===== src/rtl/rtcu_pkg.sv =====
package rtcu_pkg;
  typedef enum logic [1:0] {PH_IDLE, PH_WARN, PH_LOCK} phase_e;

  localparam logic [3:0] IDX_STAT  = 4'd10;
  localparam logic [3:0] IDX_CTRL  = 4'd11;
  localparam logic [3:0] IDX_FLAGS = 4'd12;
  localparam logic [3:0] IDX_VALID = 4'd13;

  localparam int CTRL_HOLD = 7;
  localparam logic [7:0] VALID_VAL = 8'h80;
endpackage


===== src/rtl/rtcu_sched.sv =====
module rtcu_sched
  import rtcu_pkg::*;
#(
  parameter int TICKS_PER_SEC = 32768,
  parameter int WARN_TICKS    = 8,
  parameter int UPDATE_TICKS  = 65
) (
  input  logic clk,
  input  logic rst_n,
  input  logic tick,
  input  logic hold,
  output logic uip,
  output logic lockout,
  output logic advance,
  output logic upd_done
);
  localparam int SW   = (TICKS_PER_SEC > 1) ? $clog2(TICKS_PER_SEC) : 1;
  localparam int PMAX = (WARN_TICKS > UPDATE_TICKS) ? WARN_TICKS : UPDATE_TICKS;
  localparam int PW   = $clog2(PMAX + 1);

  logic [SW-1:0] sec_q;
  logic [PW-1:0] ph_q;
  phase_e        st_q;
  logic          adv_q;
  logic          wrap, warn_end;

  assign wrap     = (sec_q == SW'(TICKS_PER_SEC - 1));
  assign warn_end = (st_q == PH_WARN) && tick && (ph_q == PW'(WARN_TICKS - 1));
  assign upd_done = (st_q == PH_LOCK) && tick && (ph_q == PW'(UPDATE_TICKS - 1));

  always_ff @(posedge clk or negedge rst_n) begin
    if (!rst_n) sec_q <= '0;
    else if (tick) sec_q <= wrap ? '0 : sec_q + 1'b1;
  end

  always_ff @(posedge clk or negedge rst_n) begin
    if (!rst_n) begin
      st_q  <= PH_IDLE;
      ph_q  <= '0;
      adv_q <= 1'b0;
    end else begin
      adv_q <= warn_end;
      if (tick) begin
        unique case (st_q)
          PH_IDLE: if (wrap && !hold) begin
            st_q <= PH_WARN;
            ph_q <= '0;
          end
          PH_WARN: if (warn_end) begin
            st_q <= PH_LOCK;
            ph_q <= '0;
          end else ph_q <= ph_q + 1'b1;
          PH_LOCK: if (upd_done) begin
            st_q <= PH_IDLE;
            ph_q <= '0;
          end else ph_q <= ph_q + 1'b1;
          default: st_q <= PH_IDLE;
        endcase
      end
    end
  end

  assign uip     = (st_q != PH_IDLE);
  assign lockout = (st_q == PH_LOCK);
  assign advance = adv_q;


  uip_rise_on_tick_chk: assert property (@(posedge clk) disable iff (!rst_n)
    $rose(uip) |-> $past(tick));

  adv_opens_lock_chk: assert property (@(posedge clk) disable iff (!rst_n)
    advance |-> (lockout && !$past(lockout)));

  hold_blocks_chk: assert property (@(posedge clk) disable iff (!rst_n)
    (tick && wrap && hold && !uip) |=> !uip);
endmodule


===== src/rtl/rtcu_flags.sv =====
module rtcu_flags #(
  parameter int NFLAG = 3
) (
  input  logic             clk,
  input  logic             rst_n,
  input  logic [NFLAG-1:0] evt,
  input  logic [NFLAG-1:0] en,
  input  logic             rd_clr,
  output logic [NFLAG-1:0] flags,
  output logic             summary
);
  logic [NFLAG-1:0] fl_q;

  always_ff @(posedge clk or negedge rst_n) begin
    if (!rst_n) fl_q <= '0;
    else if (rd_clr) fl_q <= evt;
    else fl_q <= fl_q | evt;
  end

  assign flags   = fl_q;
  assign summary = |(fl_q & en);


  clear_on_read_chk: assert property (@(posedge clk) disable iff (!rst_n)
    (rd_clr && (evt == '0)) |=> (flags == '0));

  event_beats_clear_chk: assert property (@(posedge clk) disable iff (!rst_n)
    (rd_clr && evt[NFLAG-1]) |=> flags[NFLAG-1]);

  done_sets_flag_chk: assert property (@(posedge clk) disable iff (!rst_n)
    evt[0] |=> flags[0]);
endmodule


===== src/rtl/rtcu_regs.sv =====
module rtcu_regs
  import rtcu_pkg::*;
(
  input  logic       clk,
  input  logic       rst_n,
  input  logic [3:0] addr,
  input  logic       wr,
  input  logic [7:0] wdata,
  input  logic       uip,
  input  logic [7:0] flag_byte,
  output logic [7:0] ctrl,
  output logic [7:0] rdata
);
  logic [6:0] stat_q;
  logic [7:0] ctrl_q;

  always_ff @(posedge clk or negedge rst_n) begin
    if (!rst_n) begin
      stat_q <= '0;
      ctrl_q <= '0;
    end else if (wr) begin
      if (addr == IDX_STAT) stat_q <= wdata[6:0];
      if (addr == IDX_CTRL) ctrl_q <= wdata;
    end
  end

  always_comb begin
    unique case (addr)
      IDX_STAT:  rdata = {uip, stat_q};
      IDX_CTRL:  rdata = ctrl_q;
      IDX_FLAGS: rdata = flag_byte;
      IDX_VALID: rdata = VALID_VAL;
      default:   rdata = 8'h00;
    endcase
  end

  assign ctrl = ctrl_q;
endmodule


===== src/rtl/rtc_update_seq.sv =====
module rtc_update_seq
  import rtcu_pkg::*;
#(
  parameter int TICKS_PER_SEC = 32768,
  parameter int WARN_TICKS    = 8,
  parameter int UPDATE_TICKS  = 65
) (
  input  logic       clk,
  input  logic       rst_n,
  input  logic       tick_32k,
  input  logic [3:0] bus_addr,
  input  logic       bus_wr,
  input  logic       bus_rd,
  input  logic [7:0] bus_wdata,
  output logic [7:0] bus_rdata,
  input  logic       periodic_evt,
  input  logic       alarm_evt,
  output logic       uip,
  output logic       lockout,
  output logic       advance,
  output logic       irq_n
);
  logic [7:0] ctrl;
  logic [2:0] flags;
  logic       summary, upd_done, rd_clr;

  assign rd_clr = bus_rd && (bus_addr == IDX_FLAGS);

  rtcu_sched #(
    .TICKS_PER_SEC(TICKS_PER_SEC),
    .WARN_TICKS(WARN_TICKS),
    .UPDATE_TICKS(UPDATE_TICKS)
  ) u_sched (
    .clk(clk), .rst_n(rst_n), .tick(tick_32k), .hold(ctrl[CTRL_HOLD]),
    .uip(uip), .lockout(lockout), .advance(advance), .upd_done(upd_done)
  );

  rtcu_flags #(.NFLAG(3)) u_flags (
    .clk(clk), .rst_n(rst_n),
    .evt({periodic_evt, alarm_evt, upd_done}),
    .en(ctrl[6:4]), .rd_clr(rd_clr),
    .flags(flags), .summary(summary)
  );

  rtcu_regs u_regs (
    .clk(clk), .rst_n(rst_n), .addr(bus_addr), .wr(bus_wr), .wdata(bus_wdata),
    .uip(uip), .flag_byte({summary, flags, 4'b0000}),
    .ctrl(ctrl), .rdata(bus_rdata)
  );

  assign irq_n = ~summary;


  irq_needs_flag_chk: assert property (@(posedge clk) disable iff (!rst_n)
    !irq_n |-> (flags != 3'b000));

  lock_inside_uip_chk: assert property (@(posedge clk) disable iff (!rst_n)
    $fell(uip) |-> $past(lockout));
endmodule


===== config.mk =====
export PLATFORM = sky130hd
export DESIGN_NAME = rtc_update_seq
export DESIGN_NICKNAME = d
export VERILOG_FILES = /design/src/rtl/rtcu_pkg.sv /design/src/rtl/rtcu_sched.sv /design/src/rtl/rtcu_flags.sv /design/src/rtl/rtcu_regs.sv /design/src/rtl/rtc_update_seq.sv
export SDC_FILE = /design/constraint.sdc
export NUM_CORES = 1
export LEC_CHECK = 0
export BUFFER_PORTS_ARGS = -buffer_cell sky130_fd_sc_hd__buf_2
export CAP_MARGIN = 15
export CORE_MARGIN = 4
export CORE_UTILIZATION = 57
export DETAILED_ROUTE_END_ITERATION = 6
export GPL_TIMING_DRIVEN = 0
export MAX_ROUTING_LAYER = met4
export PLACE_DENSITY = 0.76
export SLEW_MARGIN = 0
export SYNTH_ARGS = -nofsm -noshare
export SYNTH_HDL_FRONTEND = slang
export SYNTH_SLANG_ARGS = --single-unit

===== constraint.sdc =====
create_clock -name clk -period 6 [get_ports clk]
set_input_delay 0.3 -clock clk [delete_from_list [all_inputs] [get_ports clk]]
set_output_delay 0.3 -clock clk [all_outputs]
set_load 0.01 [all_outputs]

## Word level (Yosys, flattened, before mapping)

Cells that the tools add are included.

| word-level totals | value |
|---|---|
| register bits | 43 |
| input bits | 19 |
| output and inout bits | 12 |
| logic and storage cells | 50 |

| operators by class | value |
|---|---|
| add/sub/neg operators | 2 |
| equal/unequal tests | 12 |
| muxes and demuxes | 11 |
| bitwise gates (word level) | 3 |
| reduce and logical (&&, ||, !) cells | 15 |

Operator list:

| kind | number |
|---|---|
| $pmux W8 S4 | 1 |
| $mux W7 | 3 |
| $pmux W7 S3 | 1 |
| $eq A4 B4 Y1 const B | 4 |
| $add A15 B1 Y15 const B | 1 |
| $eq A15 B15 Y1 const B | 1 |
| $mux W15 | 1 |
| $add A7 B1 Y7 const B | 1 |
| $eq A7 B3 Y1 const B | 1 |
| $eq A7 B7 Y1 const B | 1 |
| $logic_and A1 B1 Y1 | 6 |
| $mux W2 | 3 |
| $ne A2 B1 Y1 const B | 3 |
| $pmux W2 S3 | 1 |
| $reduce_and A2 Y1 | 2 |
| $reduce_and A4 Y1 | 1 |
| $and A3 B3 Y3 | 1 |
| $mux W3 | 1 |
| $or A3 B3 Y3 | 1 |
| $reduce_and A3 Y1 | 1 |
| $reduce_bool A3 Y1 | 1 |
| $reduce_or A3 Y1 | 1 |
| $eq A2 B1 Y1 const B | 1 |
| $eq A2 B2 Y1 const B | 1 |
| other kinds (4) | 4 |

## Logic depth before layout (Yosys ltp)

Gate-level depths: netlist of run 1.

| logic depth | value |
|---|---|
| depth in word-level cells | 5 |
| mapped depth | 7 |

## By module

From an unflattened synthesis of run 1, not the netlist that was laid out.

| unflattened totals | value |
|---|---|
| cells, all modules | 209 |
| area, all modules | 2285.9 um^2 |

By module, submodules not included:

| module | times used | cells each | area each (um^2) |
|---|---|---|---|
| rtcu_sched | 1 | 138 | 1386.3 |
| rtcu_regs | 1 | 58 | 764.5 |
| rtcu_flags | 1 | 9 | 115.1 |
| rtc_update_seq | 1 | 4 | 20.0 |

## Worst setup path after synthesis of run 1

OpenSTA, ideal clock, no wires.

| timing | value |
|---|---|
| path type | register to register |
| from | register u_sched.ph_q[3] |
| to | register u_sched.ph_q[5] |
| data arrival time | 1.780 ns |
| required time | 5.866 ns |
| setup slack | 4.086 ns |
| stages on the path, launching flop included | 7 |
| buffers on the path | 2 |
| cells stage by stage | dfrtp_1 or4b_1 buf_2 o311a_1 buf_6 o211ai_2 o211ai_1 |

| on the way | value |
|---|---|
| cells in the longest elaborated chain, start to end | 4 |
| elaborated cells between the ends (all ways) | 8 |

Ends and longest elaborated chain:

| element | line | text |
|---|---|---|
| from (decl) | rtcu_sched.sv:22 | `logic [PW-1:0] ph_q;` |
| from (signal assigned) | rtcu_sched.sv:52 | `end else ph_q <= ph_q + 1'b1;` |
| from (signal assigned) | rtcu_sched.sv:56 | `end else ph_q <= ph_q + 1'b1;` |
| branches (longest 3 deep; another with $add A7 B1 Y7) | -- |  |
| $pmux W7 S3 (*) | rtcu_sched.sv:44 | `unique case (st_q)` |

Every way passes the cells marked *.
A chain may end at the register's enable or synchronous reset.

## Worst setup path after layout of run 1

Ends and elaborated chain as after synthesis.

==> impl_results.md, run 1 <==
* Outcome: finished, final reports clean
* Max VDD drop at 0.000204 V
* Most common cell after layout, fill and taps aside: dfrtp_1
* HPWL Detailed at roughly 3.4 mm
* Area share of the largest cell type after synthesis at 47.6%
* Power Total at 820 uW
* Final TNS setup at 0 ps
* Worst Setup Path Type: reg2reg
* Slew HR at 38.7%
* Critical Path Sink Type: flip-flop
* Root buf cell: clkbuf_8
* EDFF count, synth at 0
* Pins Over Slew Limit at 0
* Chip width at ~71 um
* Largest family of logic cells by synthesized area: simple AND/OR/NAND/NOR gates
* Mux share of post-synthesis cell area at under 10%
* Clk pin slew, worst setup/hold paths at roughly 80 ps
* Final Worst Setup Slack at 3900 ps
* Synth cell types at 50
* Min Clock Period, post-route at 2100 ps
* Post-CTS Repair Setup Buffers at 0
* Cells after synthesis at 213
* Hold_ws at between 100 and 150 ps
* Post-Synthesis Cell Area at 0.00226 mm^2
* Post-CTS Resized at 0
* Total CTS buffers at 5
* Final nets at approximately 280
* Crit-path max FO at 9
* Most used DFF post-synth: dfrtp_1
* First-pass GRT wire length at 8.00 mm
* Clock sinks at 43
* Avg WL per Cell at 15.2 um
* Startpoint types: flip-flop
* GP Congestion at a little over 0.8
* Asr flop ratio synth at 100%
* Clk Latency, worst-skew pair at around 300 ps
* RR Startpoint: u_sched.ph_q[3]
* Sequential share of the synthesized area at between 40 and 50%
* Max Cap Viol at 0
* Max Root-Sink Buffers at 2
* Compound-cell area share of the yosys netlist at about 16%
* Die H at 70.9 um
* Setup-failing EPs final at 0
* IO Port Bufs at 30
* Antenna cell count at 0
* FP Rows at 22
* DR iter-0 viols at about 100
* Synthesized flop and latch total at 43
* Reg2Reg Setup Slack at 3900 ps
* Simple-gate share of the synthesized area at between 10% and 20%
* P per Cell Area at 321 mW/mm^2
* H-tree depth at 2
* WP data required at 6170 ps
* CTS Hold Bufs at 0
* Period Utilization, post-route at a little over a third
* DR vias/cell at 5.83
* Synth area leaders: dfrtp_1 48%, mux2_2 7.5%, ha_1 3.9%
* Syn_nets at 239
* Filler instances at 324
* Post-Place Setup Slack at between 3000 and 4000 ps
* Clock Skews at 9.74 ps
* Final WL at about 4.5 mm
* Most frequent cells in the layout: 43 x dfrtp_1, 32 x buf_2, 22 x nand2_1
* Routed Antenna Nets at 0
* GRT overflow at 0
* LEAKAGE at ~1.2 nW
* GRT Total Usage at 20.5%
* TritonCTS clock tree: built
* Synthesis-to-layout area growth at 13.0%
* # IOs at 31
* RSZ-0062 raised after global routing: false
* Drt first pass iters at 4
* Adder-Cell Fraction of Synth Area at approximately 3.9%
* Worst Setup SP: u_sched.ph_q[3]
* Worst-Margin Slew at 920 ps
* DIE AREA at 0.00503 mm^2
* Xor-xnor portion of the synthesized cell area at 4.27%
* Initial core utilization at 60.3%
* Via count at 1744
* Yosys top cell by area: dfrtp_1
* Synth Warn # at 0
* Largest net degree at the start of global routing at 44
* Final Hold Viols at 0
* # DRC at 0
* Syn avg cell area at 10.6 um^2
* Min-Delay Path Class: in2async
* Number of global-route vias before repair at 1755
* Share of cells above drive strength 1 at between 20% and 30%
* FMAX at 0.476 GHz
* Core ar. at roughly 0.0037 mm^2
* WP data arrival at ~2300 ps
* Antenna violations before repair at 0
-- worst max-delay path, cell delays in order (launching register included) --
cell      delay [ps]
dfrtp_1          440
or4b_1           550
buf_2            170
o311a_1          350
buf_6            140
o211ai_2         200
o211ai_1         120
-- logic make-up after synthesis --
| family | count (synthesis) |
|---|---|
| and+or+nand+nor | 75 |
| adders and majority gates | 7 |
| muxes | 16 |
| AOI/OAI and AO/OA | 47 |
| DFF | 43 |
| xor gates and xnor gates | 11 |
| buffers and inverters | 14 |
-- registers in the layout (all words and copies together) (netlist names) --
name,flops
u_sched.sec_q,15
u_regs.ctrl,8
u_regs.stat_q,7
u_sched.ph_q,7
u_flags.flags,3
u_sched.st_q,2
u_sched.advance,1
-- cell usage after synthesis (3+ instances only) --
master and number:
o21ai_0 9, nand2b_1 4, o211ai_1 3, xor2_1 3
nand2_1 22, nor2_1 13, inv_1 9, xnor2_1 8
nand3_1 9, a22o_1 5, a22oi_1 3, ha_1 7
nor3_1 4, nand4_1 5, dfrtp_1 43, mux2_2 15
nor4_1 4, o2111ai_1 4, a21o_1 3
-- area by class of cell --
class	instances	area (um^2)	area share (%)
clock inverters	3	15.0	0.588
well taps	48	60.1	2.35
repair buffers	30	150	5.88
multi-input cells	156	1120	43.8
inverters	9	33.8	1.32
plain buffers	5	30.0	1.18
flip-flops and latches	43	1080	42.2
clock buffers	5	68.8	2.70
-- worst paths after layout --
path | endpoint | cells after the start
max in group asynchronous | u_flags.flags[1] | 1
worst max-delay path | u_sched.ph_q[5] | 6
min in group clk | u_flags.flags[2] | 2
worst max register to register | u_sched.ph_q[5] | 6
worst min register to register | u_flags.flags[2] | 1
worst min-delay path | u_sched.sec_q[6] | 1
-- stage by stage --
step           std cells  utilization, %  area (um^2)
6_report             299            68.2         2550
4_1_cts              299            68.2         2550
5_1_grt              299            68.2         2550
3_5_place_dp         291            65.9         2470
2_1_floorplan        213               -         2260
3_3_place_gp         291            65.9         2470
-- report_power, final --
| group | internal [mW] | switching (mW) | leakage, nW |
|---|---|---|---|
| clock network | 0.0796 | 0.0945 | 0.0477 |
| registers | 0.358 | 0.0686 | 0.538 |
| logic | 0.101 | 0.119 | 0.574 |
-- metal layers --
metal,vias to the layer above,wire (um),global-route usage [%]
met4,0,62,6.26
met3,7,249,4.83
met5,-,0,-
met1,830,2090,25.9
li1,869,-,-
met2,38,2150,32.7
No activity file was read; power rests on OpenSTA's default activity.
==> inputs of run 2 (changes only) <==
Settings changed: ABC_AREA from default to 1, CORE_UTILIZATION 57 to 52, PLACE_DENSITY 0.76 to 0.73.
Clock period 6 ns to 1.7 ns, I/O delays scaled along.
==> impl_results.md, run 2 <==
* Largest net degree at the start of global routing at 44 (unchanged)
* Outcome: finished, final reports clean
* First-pass GRT wire length at 8.16 mm (+2.0%)
* WHS Path Cells at 3
* Max Root-Sink Buffers at 2 (unchanged)
* Hold_ws at 34.8 ps (-91.6 ps)
* Worst R2R End: u_sched.st_q[1]
* Clock Skews at 3.91 ps (-5.83 ps)
* Avg WL per Cell at 12.0 um (-21%)
* Min Clock Period, post-route at 1670 ps
* Cells after synthesis at 298 (+40%)
* DR vias/cell at 5.00 (-14%)
* Startpoint types: flip-flop
* Clk pin slew, worst setup/hold paths at 80 ps (about the same)
* DR iter-0 viols at 75 (-27%)
* WP data required at 1620 ps (-4550 ps)
* Synth Warn # at 0 (unchanged)
* Hold worst-path end: u_regs.ctrl[6]
* CP max stage delay at 420 ps (-130 ps)
* Via count at 1954 (+12%)
* Register area at 0.00108 mm^2 (unchanged)
* Crit-path max FO at 5 (-4)
* Chip width at 75.5 um (+6.4%)
* # IOs at 31 (unchanged)
* GRT overflow at 0 (unchanged)
* Most used DFF post-synth: dfrtp_1
* Hold Startpoint: bus_wdata[6]
* Antenna cell count at 0 (unchanged)
* TritonCTS clock tree: built
* Sequential share of the synthesized area at 45.5% (-2.2 points)
* Routed Antenna Nets at 0 (unchanged)
* Final WL at 4.70 mm (+3.3%)
* Synth area leaders: dfrtp_1 45%, nand2_1 14%, inv_1 6.3%
* Syn avg cell area at 7.94 um^2 (-25%)
* Max Cap Viol at 0 (unchanged)
* Post-synth top cells: 86 x nand2_1, 43 x dfrtp_1, 40 x inv_1
* Pins Over Slew Limit at 0 (unchanged)
* Max reg flops at 15 (unchanged)
* Syn_nets at 324 (+36%)
* Filler instances at 399 (+23%)
* Synthesized flop and latch total at 43 (unchanged)
* Drt first pass iters at 4 (unchanged)
* Die H at 75.5 um (+6.4%)
* Worst path bufs/invs at 2 (unchanged)
* Core Util, Final at 62.4% (-5.8 points)
* Crit path max-delay family: flip-flops
* Synth cell types at 34 (-32%)
* EDFF count, synth at 0 (unchanged)
* WP data arrival at 1580 ps (-690 ps)
* Count leader, synth: nand2_1
* LEAKAGE at 1.43 nW (+23%)
* Final nets at 364 (+32%)
* Setup-failing EPs final at 0 (unchanged)
* HPWL Detailed at 3.48 mm (+3.3%)
* Most frequent cells in the layout: 86 x nand2_1, 43 x dfrtp_1, 40 x inv_1
* IO Port Bufs at 29 (-3.3%)
* # DRC at 0 (unchanged)
* FP Rows at 24 (+9.1%)
* Post-Synthesis Cell Area at 0.00237 mm^2 (+4.8%)
* GRT Total Usage at 19.0% (-1.5 points)
* Initial core utilization at 54.0% (-6.4 points)
* Asr flop ratio synth at 100% (unchanged)
* P per Cell Area at 920 mW/mm^2 (+190%)
* Critical Path Sink Type: primary output
* Number of global-route vias before repair at 1886 (+7.5%)
* Max VDD drop at 0.000516 V (+150%)
* GP Congestion at 0.810 (-1.9%)
* CP cell instances: inv_1 > ha_2 > o22ai_1 > or2_2 > buf_2
* Clock sinks at 43 (unchanged)
* Total CTS buffers at 5 (unchanged)
* FF-to-FF path depth at 11 (+5)
* Slew HR at 38.0% (-0.70 points)
* Synthesis-to-layout area growth at 15.5%
* Min-Delay Path Class: in2reg
* DIE AREA at 0.00569 mm^2 (+13%)
* Core ar. at 0.00438 mm^2 (+17%)
* Area share of the largest cell type after synthesis at 45.5% (-2.2 points)
* Root buf cell: clkbuf_8
* Antenna violations before repair at 0 (unchanged)
* FMAX at 0.599 GHz
* Final TNS setup at 0 ps (unchanged)
* H-tree depth at 2 (unchanged)
* Clk Latency, worst-skew pair at 290 ps (about the same)
* Share of cells above drive strength 1 at 20.6% (-4.5 points)
* Reg with most FFs: u_sched.sec_q
* RR Startpoint: u_sched.st_q[0]
* Crit-path slowest cell: dfrtp_1
* Most common cell after layout, fill and taps aside: nand2_1
* Worst-Margin Slew at 931 ps (+10.4 ps)
* Yosys top cell by area: dfrtp_1
* Reg2Reg Setup Slack at 140 ps (-3760 ps)
* Worst Setup Path Type: reg2out
* Footprint of the multi-input gates at 0.00110 mm^2 (-1.6%)
* RSZ-0062 raised after global routing: true
* Period Utilization, post-route at 98.2%
* Final Hold Viols at 0 (unchanged)
[run 2: how the worst max path moves through the flow]
stage | startpoint | to | slack, ps | cells past startpoint
finish | u_sched.st_q[1] | bus_rdata[7] | 30 | 5
floorplan | u_sched.st_q[0] | u_sched.st_q[0] | 260 | 11
detailed placement | u_sched.st_q[0] | u_sched.st_q[1] | 110 | 11
global placement | u_sched.st_q[0] | u_sched.st_q[0] | 140 | 11
global route | u_sched.st_q[1] | bus_rdata[7] | -40 | 5
CTS | u_sched.st_q[1] | bus_rdata[7] | 20 | 5
[run 2: what timing repair did]
item | 4_1_cts | 5_1_grt
buffers inserted | 0 | 1
hold buffers | 3 | 0
hold endpoints to repair | 45 | 0
cloned | 0 | 0
resized for setup | 1 | 2
endpoints found under the setup margin | 1 | 9
[run 2: tightest hold or removal path, delay by kind of cell]
kind | cells | cell delay, ps
buffers and inverters | 2 | 150
AO/OA/AOI/OAI | 1 | 60
[run 2: metrics by stage]
stage	instances	cell area [um^2]	total power [mW]	setup WS, ps
after global routing	391	2730	2.67	-44.7
after CTS	390	2720	2.53	22.9
after floorplan	298	2370	1.60	256
final	391	2730	2.51	30.2
after detailed placement	379	2580	1.73	113
after global placement	379	2580	1.72	138
[run 2: cells by family after synthesis]
family / Yosys count / synth area share (%)
flops: 43 / 45.5
fa+ha+maj: 7 / 3.70
xor+xnor: 7 / 2.59
simple gates: 154 / 29.7
compound gates: 38 / 10.2
buf+inv: 49 / 8.30
[run 2: power breakdown]
part           switching, mW  internal (mW)
clock                  0.361          0.438
sequential             0.121           1.18
combinational          0.251          0.166
total                  0.733           1.78
[run 2: layout make-up]
type	count	share of cell area, %
Sequential cell	43	39.4
Clock inverter	3	1.60
Timing Repair Buffer	33	6.68
Multi-Input combinational cell	206	40.3
Clock buffer	5	2.52
Buffer	3	0.870
Inverter	46	6.32
Tap cell	52	2.38
[run 2: layer usage]
layer	GRT usage (%)	up-vias	wire (um)
met1	23.1	891	2160
met2	32.0	38	2280
met3	3.30	8	198
li1	-	1017	-
met5	-	-	0
met4	6.41	0	63
==> inputs of run 3 (changes only) <==
Settings changed: CORE_UTILIZATION 52 to 45, PLACE_DENSITY 0.73 to 0.64.
==> impl_results.md, run 3 (synthesis gave the netlist of run 2 again) <==
* Worst-Margin Slew at 948 ps (+17.6 ps)
* Crit path max-delay family: flip-flops
* WP data required at 1620 ps (about the same)
* Outcome: finished, final reports clean
* DR iter-0 viols at 126 (+68%)
* Share of cells above drive strength 1 at 21.8% (+1.1 points)
* Max Root-Sink Buffers at 2 (unchanged)
* DR vias/cell at 4.73 (-5.4%)
* WP data arrival at 1530 ps (-50 ps)
* TritonCTS clock tree: built
* IO Port Bufs at 29 (unchanged)
* Clock Skews at 6.40 ps (+2.49 ps)
* Chip width at 80.5 um (+6.7%)
* Placed cell count at 397 (+4.7%)
* # DRC at 0 (unchanged)
* Design Area, Final at 0.00277 mm^2 (+1.2%)
* Max reg flops at 15 (unchanged)
* Routed Antenna Nets at 0 (unchanged)
* Pins Over Slew Limit at 0 (unchanged)
* Min-Delay Path Class: in2reg
* Max Cap Viol at 0 (unchanged)
* Crit-path max FO at 5 (unchanged)
* GP Congestion at 0.830 (+2.4%)
* Startpoint types: flip-flop
* Root buf cell: clkbuf_8
* Final Hold Viols at 0 (unchanged)
* Initial core utilization at 46.3% (-7.6 points)
* Core ar. at 0.00511 mm^2 (+16%)
* CP max stage delay at 430 ps (about the same)
* CP cell instances: inv_2 > ha_4 > o22ai_1 > or2_2 > buf_2
* Max VDD drop at 0.000436 V (-15%)
* GRT overflow at 0 (unchanged)
* Total CTS buffers at 5 (unchanged)
* Clk pin slew, worst setup/hold paths at 100 ps (+20 ps)
* Final cell count without fillers at 410 (+4.9%)
* Antenna cell count at 0 (unchanged)
* Crit-path slowest cell: dfrtp_1
* Post-Place Setup Slack at 139 ps (+26.6 ps)
* Critical Path Sink Type: primary output
* DIE AREA at 0.00648 mm^2 (+14%)
* Final WL at 4.61 mm (-1.8%)
* Antenna violations before repair at 0 (unchanged)
* # IOs at 31 (unchanged)
* FP Rows at 26 (+8.3%)
* Clk Latency, worst-skew pair at 300 ps (about the same)
* P per Cell Area at 873 mW/mm^2 (-5.1%)
* Number of global-route vias before repair at 1897 (+0.58%)
* Period Utilization, post-route at 95.0% (-3.2 points)
* Reg with most FFs: u_sched.sec_q
* GRT Total Usage at 16.7% (-2.3 points)
* Final nets at 365 (+0.27%)
* Largest net degree at the start of global routing at 44 (unchanged)
* Worst Setup Path Type: reg2out
* Setup-failing EPs final at 0 (unchanged)
* Avg WL per Cell at 11.3 um (-6.3%)
* Most common cell after layout, fill and taps aside: nand2_1
* Most frequent cells in the layout: 86 x nand2_1, 42 x dfrtp_1, 38 x inv_1
* Worst path bufs/invs at 2 (unchanged)
* Via count at 1939 (-0.77%)
* Placed Area at 0.00260 mm^2 (+0.87%)
* First-pass GRT wire length at 8.30 mm (+1.8%)
* Min Clock Period, post-route at 1610 ps (-55.0 ps)
* LEAKAGE at 1.43 nW (about the same)
* Final Worst Setup Slack at 85.2 ps (+55.0 ps)
* HPWL Detailed at 3.35 mm (-3.7%)
* Power Total at 2.42 mW (-3.9%)
* Die H at 80.5 um (+6.7%)
* FMAX at 0.619 GHz (+3.4%)
* H-tree depth at 2 (unchanged)
* Synthesis-to-layout area growth at 17.0%
* Slew HR at 36.8% (-1.2 points)
* Drt first pass iters at 4 (unchanged)
* Clock sinks at 43 (unchanged)
[run 3: cell types whose count changed in the layout (fill, tap and decap cells not counted), sizes merged]
| cell | delta |
|---|---|
| inv | +2 |
| clkinv | -1 |
| bufinv | -1 |
| buf | +1 |
[run 3: worst paths after layout]
| path | startpoint | to | slack (ps) | cells after the start |
|---|---|---|---|---|
| hold reg to reg | u_sched.ph_q[5] | u_sched.ph_q[5] | 490 | 2 |
| setup / recovery | u_sched.st_q[0] | bus_rdata[7] | 90 | 5 |
| hold / removal | bus_wdata[3] | u_regs.ctrl[3] | 20 | 3 |
| setup reg to reg | u_sched.st_q[0] | u_sched.st_q[0] | 140 | 11 |
| min in group asynchronous | rst_n | u_regs.ctrl[1] | 460 | 2 |
| max in group asynchronous | rst_n | u_sched.st_q[1] | 580 | 2 |
[run 3: repair_timing]
| action | in CTS | in global routing |
|---|---|---|
| pin swaps | 0 | 1 |
| hold endpoints to repair | 45 | 0 |
| setup buffers | 0 | 2 |
| setup endpoints to repair | 1 | 3 |
| resized for setup | 1 | 7 |
| hold buffers | 3 | 0 |
[run 3: layer usage]
layer / wire length (um) / track usage (%)
met2: 2110 / 26.8
met4: 44 / 4.05
met5: 0 / -
met1: 2280 / 21.5
met3: 179 / 3.81
[run 3: worst register-to-register path, delay by kind of cell (launching register included)]
kind,cells,cell delay (ps)
and+or+nand+nor,9,750
DFF,1,430
adders and majority gates,1,160
buffers and inverters,1,120
[run 3: layout make-up]
class                           instances  area (um^2)
Multi-Input combinational cell        206         1120
Tap cell                               70         87.6
Buffer                                  3         23.8
Timing Repair Buffer                   34          190
Inverter                               46          173
Sequential cell                        43         1080
Clock inverter                          3         26.3
Clock buffer                            5         68.8
Fill cell                             501         2340
[run 3: power breakdown]
part,internal (mW),total (mW),switching [mW]
combinational,0.165,0.417,0.252
sequential,1.18,1.30,0.121
clock,0.303,0.701,0.398
total,1.64,2.42,0.771
[run 3: stage by stage]
stage               util, %  hold slack [ps]  setup TNS [ps]
finish                 54.2             23.0               0
global route           54.2             13.6           -19.7
CTS                    53.4             13.0               0
detailed placement     50.9              284               0
global placement       50.9              283               0
floorplan                 -             -211               0
